### config.mk
export PLATFORM = sky130hd
export DESIGN_NAME = fth_engine
export DESIGN_NICKNAME = d
export VERILOG_FILES = /design/src/rtl/fth_pkg.sv /design/src/rtl/fth_fold.sv /design/src/rtl/fth_keyed.sv /design/src/rtl/fth_pack.sv /design/src/rtl/fth_engine.sv
export SDC_FILE = /design/constraint.sdc
export NUM_CORES = 1
export LEC_CHECK = 0
export BUFFER_PORTS_ARGS = -buffer_cell sky130_fd_sc_hd__buf_2
export CAP_MARGIN = 10
export CELL_PAD_IN_SITES_DETAIL_PLACEMENT = 2
export CELL_PAD_IN_SITES_GLOBAL_PLACEMENT = 2
export CORE_ASPECT_RATIO = 1.25
export CORE_UTILIZATION = 33
export CTS_CLUSTER_DIAMETER = 150
export DETAILED_ROUTE_END_ITERATION = 6
export GPL_ROUTABILITY_DRIVEN = 0
export PLACE_DENSITY_LB_ADDON = 0.1
export SYNTH_ARGS = -nofsm -noshare
export SYNTH_HDL_FRONTEND = slang
export SYNTH_HIERARCHICAL = 1
export SYNTH_SLANG_ARGS = --single-unit
### constraint.sdc
create_clock -name clk -period 5.3 [get_ports clk]
set_clock_uncertainty 0.05 [all_clocks]
set_input_delay 1.06 -clock clk [delete_from_list [all_inputs] [get_ports clk]]
set_output_delay 1.06 -clock clk [all_outputs]
set_load 0.03 [all_outputs]
### src/rtl/fth_pkg.sv
package fth_pkg;

    localparam int unsigned DW         = 32;
    localparam int unsigned HW         = DW / 2;
    localparam int unsigned NDW        = 14;
    localparam int unsigned DESC_W     = NDW * DW;
    localparam int unsigned SIG_BASE_W = 13;
    localparam int unsigned PRF_BASE_W = 11;

    typedef enum logic [1:0] {
        TBL_SMALL = 2'd0,
        TBL_MED   = 2'd1,
        TBL_LARGE = 2'd2,
        TBL_RSVD  = 2'd3
    } tbl_size_e;

    typedef enum logic {
        MODE_SIG  = 1'b0,
        MODE_PERF = 1'b1
    } match_mode_e;

    typedef struct packed {
        match_mode_e      mode;
        tbl_size_e        size;
        logic [HW-1:0]    sw_index;
    } job_cfg_t;

    typedef struct packed {
        logic [HW-1:0]    bucket;
        logic [DW-1:0]    word;
    } hash_res_t;

    // number of bucket bits kept for a mode / table-size pair
    function automatic int unsigned bucket_width(match_mode_e m, tbl_size_e s);
        int unsigned step;
        case (s)
            TBL_MED:   step = 1;
            TBL_LARGE: step = 2;
            default:   step = 0;
        endcase
        return ((m == MODE_PERF) ? PRF_BASE_W : SIG_BASE_W) + step;
    endfunction

    function automatic logic [HW-1:0] low_mask(int unsigned w);
        logic [HW-1:0] m;
        for (int unsigned i = 0; i < HW; i++) begin
            m[i] = (i < w);
        end
        return m;
    endfunction

    function automatic logic [DW-1:0] swap_halves(logic [DW-1:0] x);
        return {x[HW-1:0], x[DW-1:HW]};
    endfunction

endpackage

### src/rtl/fth_fold.sv
// XOR of descriptor dwords 1 .. NDW-1; dword 0 is left out.
module fth_fold #(
    parameter int unsigned DW  = 32,
    parameter int unsigned NDW = 14,
    localparam int unsigned DESC_W = NDW * DW
) (
    input  logic [DESC_W-1:0] desc,
    output logic [DW-1:0]     common,
    output logic [DW-1:0]     flow_dw
);

    logic [DW-1:0] chain [NDW];

    assign chain[0] = '0;

    for (genvar k = 1; k < NDW; k++) begin : g_chain
        assign chain[k] = chain[k-1] ^ desc[k*DW +: DW];
    end

    assign common  = chain[NDW-1];
    assign flow_dw = desc[DW-1:0];

endmodule

### src/rtl/fth_keyed.sv
// Keyed combination of the working dwords for one key.
module fth_keyed #(
    parameter int unsigned DW = 32,
    localparam int unsigned HW = DW / 2
) (
    input  logic [DW-1:0] common,
    input  logic [DW-1:0] flow_dw,
    input  logic [DW-1:0] key,
    output logic [DW-1:0] raw
);
    import fth_pkg::swap_halves;

    logic [DW-1:0] hi_w;
    logic [DW-1:0] lo_early;
    logic [DW-1:0] lo_late;
    logic [DW-1:0] lo_term [HW];
    logic [DW-1:0] hi_term [HW];

    // high copy gets the flow dword folded down before any key bit
    assign hi_w     = common ^ flow_dw ^ (flow_dw >> HW);
    // low copy: swapped halves; flow dword folded up only after bit 0
    assign lo_early = swap_halves(common);
    assign lo_late  = lo_early ^ flow_dw ^ (flow_dw << HW);

    for (genvar i = 0; i < HW; i++) begin : g_lane
        if (i == 0) begin : g_first
            assign lo_term[i] = key[0]  ? lo_early : '0;
            assign hi_term[i] = key[HW] ? hi_w     : '0;
        end else begin : g_rest
            assign lo_term[i] = key[i]      ? (lo_late >> i) : '0;
            assign hi_term[i] = key[i + HW] ? (hi_w    >> i) : '0;
        end
    end

    always_comb begin
        raw = '0;
        for (int i = 0; i < HW; i++) begin
            raw = raw ^ lo_term[i] ^ hi_term[i];
        end
    end

endmodule

### src/rtl/fth_pack.sv
// Bucket masking and assembly of the combined word.
module fth_pack
    import fth_pkg::*;
(
    input  job_cfg_t       cfg,
    input  logic [HW-1:0]  bkt_low,
    input  logic [HW-1:0]  sig_low,
    output hash_res_t      res
);

    logic [HW-1:0] keep;
    logic [HW-1:0] bucket;
    logic [HW-1:0] upper;

    assign keep   = low_mask(bucket_width(cfg.mode, cfg.size));
    assign bucket = bkt_low & keep;
    assign upper  = (cfg.mode == MODE_PERF) ? cfg.sw_index : sig_low;

    assign res.bucket = bucket;
    assign res.word   = {upper, bucket};

endmodule

### src/rtl/fth_engine.sv
module fth_engine
    import fth_pkg::*;
#(
    parameter int unsigned WORD_W  = fth_pkg::DW,
    parameter int unsigned N_WORDS = fth_pkg::NDW,
    localparam int unsigned HALF_W = WORD_W / 2,
    localparam int unsigned IN_W   = WORD_W * N_WORDS
) (
    input  logic              clk,
    input  logic              rst,
    input  logic              in_valid,
    output logic              in_ready,
    input  logic [IN_W-1:0]   in_desc,
    input  logic              perfect_mode,
    input  logic [1:0]        table_size,
    input  logic [HALF_W-1:0] sw_index,
    input  logic [WORD_W-1:0] bucket_key,
    input  logic [WORD_W-1:0] sig_key,
    output logic              out_valid,
    input  logic              out_ready,
    output logic [HALF_W-1:0] out_bucket,
    output logic [WORD_W-1:0] out_hash
);

    logic [WORD_W-1:0] common;
    logic [WORD_W-1:0] flow_dw;
    logic [WORD_W-1:0] bkt_raw;
    logic [WORD_W-1:0] sig_raw;
    job_cfg_t          cfg;
    hash_res_t         res_next;
    hash_res_t         res_q;
    logic              valid_q;
    logic              accept;
    logic              unused_raw_hi;

    fth_fold #(.DW(WORD_W), .NDW(N_WORDS)) u_fold (
        .desc    (in_desc),
        .common  (common),
        .flow_dw (flow_dw)
    );

    fth_keyed #(.DW(WORD_W)) u_bkt (
        .common  (common),
        .flow_dw (flow_dw),
        .key     (bucket_key),
        .raw     (bkt_raw)
    );

    fth_keyed #(.DW(WORD_W)) u_sig (
        .common  (common),
        .flow_dw (flow_dw),
        .key     (sig_key),
        .raw     (sig_raw)
    );

    assign cfg.mode     = match_mode_e'(perfect_mode);
    assign cfg.size     = tbl_size_e'(table_size);
    assign cfg.sw_index = sw_index;

    fth_pack u_pack (
        .cfg     (cfg),
        .bkt_low (bkt_raw[HALF_W-1:0]),
        .sig_low (sig_raw[HALF_W-1:0]),
        .res     (res_next)
    );

    // upper raw bits never reach an output after masking
    assign unused_raw_hi = ^{bkt_raw[WORD_W-1:HALF_W], sig_raw[WORD_W-1:HALF_W]};

    assign in_ready = !valid_q || out_ready;
    assign accept   = in_valid && in_ready;

    always_ff @(posedge clk) begin
        if (rst) begin
            valid_q <= 1'b0;
        end else if (accept) begin
            valid_q <= 1'b1;
        end else if (out_ready) begin
            valid_q <= 1'b0;
        end
    end

    always_ff @(posedge clk) begin
        if (accept) begin
            res_q <= res_next;
        end
    end

    assign out_valid  = valid_q;
    assign out_bucket = res_q.bucket;
    assign out_hash   = res_q.word;

endmodule

**Yosys cells after proc, flatten, opt, wreduce, memory -nomap -nowiden**

Index checks and enable logic that the tools add are counted.

- Add/sub/neg operators: 1
- Magnitude comparators: 16
- Equal/unequal tests: 2
- Mux-type cells: 69
- Bitwise gates (word level): 79
- Reduce and logical (&&, ||, !) cells: 4

Operators by type and width:

| kind | count |
|---|---|
| 2-to-1 mux 16 bit | 65 |
| XOR 16 bit | 62 |
| XOR 32 bit | 12 |
| < comparator 4 x 32 -> 1 bit, first input constant | 8 |
| < comparator 3 x 32 -> 1 bit, first input constant | 4 |
| XOR 31 bit | 3 |
| < comparator 1 x 32 -> 1 bit, first input constant | 2 |
| < comparator 2 x 32 -> 1 bit, first input constant | 2 |
| adder 32 x 2 -> 32 bit | 1 |
| XOR 31 x 16 -> 31 bit | 1 |
| bitwise AND 16 bit | 1 |
| case mux 2 bit (2 select lines) | 1 |
| 2-to-1 mux 3 bit | 1 |
| == test 2 x 1 -> 1 bit, second input constant | 1 |
| == test 2 bit, second input constant | 1 |
| 2-to-1 mux 1 bit | 2 |
| nonzero test 2 bit | 1 |
| logical AND 1 bit | 1 |
| logical NOT 1 bit | 1 |
| logical OR 1 bit | 1 |

- Register bits: 49

**Logic depth before layout (Yosys ltp)**

- Depth in word-level cells: 47
- Mapped depth: 14
- Mapped depth without buffers: 11

**Cells and area by module**

Netlist, hierarchy kept.

By module, submodules not included:

| module | instances | cells each | area an instance (um^2) | seq. area each (um^2) |
|---|---|---|---|---|
| fth_keyed | 2 | 1711 | 10950.5 | 0.0 |
| fth_fold | 1 | 320 | 4083.9 | 0.0 |
| fth_engine | 1 | 53 | 1496.4 | 1461.4 |
| fth_pack | 1 | 63 | 551.8 | 0.0 |

**Worst setup path before layout**

No wires, ideal clock.

- Kind: input to register
- Start: input port in_desc[346]
- End: register res_q (netlist bit out_bucket[8]) (data pin)
- Arrival: 3907 ps
- Required time: 5124 ps
- Setup slack: 1217 ps
- Stages on the path: 12
- Path buffers: 1
- Cell sequence: xnor3_1 > xnor3_1 > xnor2_1 > xor2_1 > nand2_1 > xor2_1 > xnor2_1 > xnor2_1 > xnor2_1 > xnor2_1 > a21boi_0 > buf_4

RTL lines:

| element | RTL line | RTL |
|---|---|---|
| from (decl) | fth_engine.sv:13 | `input logic [IN_W-1:0] in_desc,` |
| to (signal assigned) | fth_engine.sv:85 | `res_q <= res_next;` |
| to (decl) | fth_engine.sv:31 | `hash_res_t res_q;` |

**Worst setup path after layout**

- Start: input port in_desc[233]
- End: register res_q (netlist bit out_bucket[3]) (data pin)

- Cells in the longest elaborated chain, start to end: 30

RTL lines:

| element | RTL line | RTL |
|---|---|---|
| XOR 32 bit (7 in a row) | fth_fold.sv:17 | `assign chain[k] = chain[k-1] ^ desc[k*DW +: DW];` |
| named net common[9] | fth_engine.sv:25 | `logic [WORD_W-1:0] common;` |
| XOR 31 bit | fth_keyed.sv:20 | `assign hi_w = common ^ flow_dw ^ (flow_dw >> HW);` |
| XOR 31 x 16 -> 31 bit | fth_keyed.sv:20 |  |
| 2-to-1 mux 16 bit | fth_keyed.sv:31 | `assign hi_term[i] = key[i + HW] ? (hi_w >> i) : '0;` |
| XOR 16 bit (19 in a row) | fth_keyed.sv:38 | `raw = raw ^ lo_term[i] ^ hi_term[i];` |
| named net bkt_raw[3] | fth_engine.sv:27 | `logic [WORD_W-1:0] bkt_raw;` |
| bitwise AND 16 bit | fth_pack.sv:16 | `assign bucket = bkt_low & keep;` |

The timed path passes the listed nets, and every way through them passes these cells.
A chain may end at the register's enable or synchronous reset.

==> summary.txt <==
STA
  • Final worst slack: 695 ps
  • Final Slew Violations: 0
  • Slew headroom: 50.4%
  • Setup TNS: 0 ps
  • Final Hold Vio Count: 0
  • Max Clk Rate: approximately 220 MHz
  • Fin crit share: 86.9%
  • Worst Tran Pin Value: 742 ps
  • Minimum clock period: 4610 ps
  • Final number of setup-violating endpoints: 0
  • RSZ-0062 raised after global routing: false

Floorplan
  • Die area: between 60000 and 70000 um2
  • Die Wd: 230 um
  • Cell Rows: 104
  • Initial Util: 33.3%
  • Core Region: about 64000 um2
  • Die H: around 290 um
  • I/O pins: approximately 600

Setup path
  • Worst-path fanout max: 15
  • Crit path DAT: ~4600 ps
  • Largest stage delay on the critical path: 590 ps
  • Nature of the critical path startpoint: primary input
  • Kind of cell adding the most delay to the critical path: XOR/XNOR gates
  • Worst path buffer plus inverter count: 3
  • Crit-path cells: buf_2 -> xnor2_1 -> xnor3_1 -> xnor2_1 -> xor3_2 -> buf_4 -> nand2_1 -> xor2_1 -> xnor2_1 -> xnor2_1 -> xnor2_1 -> xnor2_1 -> buf_4
  • Setup CP Type: primary input to flop
  • Cell mode on critical path: xnor2_1
  • Crit. End Element: flop
  • Critical path's slowest cell: xor3_2
  • Worst path required time: 5330 ps

Cells and area
  • Share of layout cells above drive strength 1: 23.4%
  • Final #Nets: 3714
  • P&R area growth vs syn: 15.0%

Routing
  • WL/cell: 26.4 um
  • DRT Pass-1 Iters: 5
  • ANT nets after route: 0
  • DR iter-0 viols: 872
  • Routed via count divided by cell count: 4.94
  • Vias: 20000
  • Final WL: 106 mm
  • Remaining DRCs: 0

Clocking
  • Resized cells post-CTS: 0
  • H-Tree Depth: 2
  • Clock transition at path regs: 80 ps
  • Clk_lat worst skew: 310 ps
  • Max clock buf depth: 2
  • Post-CTS Hold Fix Bufs: 0
  • Clk sink count: 49
  • Root Buffer: clkbuf_16
  • Postcts setup bufs: 0
  • CTS Buf Count: 5
  • CTS tree: yes

Synthesis
  • Post-synth design cell area: 21400 um2
  • Syn. warnings: 6
  • Post-synthesis cell count: approximately 2800
  • Avg Cell Area, Syn: 7.65 um2
  • Post-synth net total: about 3300

Run status
  • Status: complete, no violations

GRT
  • Antenna violations before repair: 33
  • Pin count of the biggest net entering global routing: 49
  • Vias in the first global route: 22400
  • Total GRT Usage: 31.5%
  • First-pass GRT wire length: 152 mm
  • Gr ovfl total: 0

Placed design
  • Post-placement setup slack: 409 ps
  • DP HPWL: 84.2 mm
  • Port-buffer cells: 584

Hold path
  • HP Class: flop to flop

Flow run
  • Max-cap viol count: 0
==> state kept, by name, summed over array words and instances, names as in the netlist <==
signal      cells
out_valid       1
out_hash       32
out_bucket     16
==> stage by stage <==
stage	cells	util [%]	instance area, um2	hold slack, ps
6_report	4036	38.3	24600	459
5_1_grt	4034	38.3	24600	497
4_1_cts	4023	38.2	24600	467
3_5_place_dp	4015	38.0	24400	454
3_3_place_gp	4015	38.0	24400	435
2_1_floorplan	2796	-	21400	651
==> worst paths after layout <==
path / slack [ps] / end / start / cells past startpoint
worst max-delay path: 690 / out_bucket[3]$_DFFE_PP_ / in_desc[233] / 13
worst min-delay path: 460 / out_valid$_SDFFE_PP0P_ / out_valid$_SDFFE_PP0P_ / 2
worst max register to register: 3810 / out_hash[18]$_DFFE_PP_ / out_valid$_SDFFE_PP0P_ / 2
worst min register to register: 460 / out_valid$_SDFFE_PP0P_ / out_valid$_SDFFE_PP0P_ / 2
==> worst min-delay path, delay by kind of cell (launching register included) <==
kind,cells,cell delay [ps]
DFF,1,340
and+or+nand+nor,1,90
AOI/OAI and AO/OA,1,50
==> placed cells by master (no fill, tap or decap), types with 2 or more instances in the layout <==
master	count
mux2_2	8
inv_1	4
diode_2	13
edfxtp_1	48
nor2b_1	4
xnor3_1	96
xor2_1	300
xnor2_1	928
buf_2	584
buf_4	94
xor2_2	16
ha_1	5
buf_12	3
o31a_1	2
clkbuf_16	5
nand2_1	1024
inv_6	2
xor3_2	20
mux2_4	8
xor3_1	12
==> layer usage <==
metal | wire length, um | GRT usage, %
met1 | 41700 | 35.5
met3 | 3790 | 3.07
met5 | 99 | 0
met4 | 4490 | 12.0
met2 | 56400 | 60.4
==> cell type report <==
type                       instances  area (um2)
fill                            7666       39700
multi-input combinational       2433       18200
timing repair buffer             681        3690
sequential                        49        1460
tap                              848        1060
clock buffer                       5         125
antenna                           13        32.5
clock inverter                     3        25.0
inverter                           4        15.0
Power is left out: the tool's default activity adds up to more than one toggle a clock period on the data nets, which glitch-free logic cannot reach.
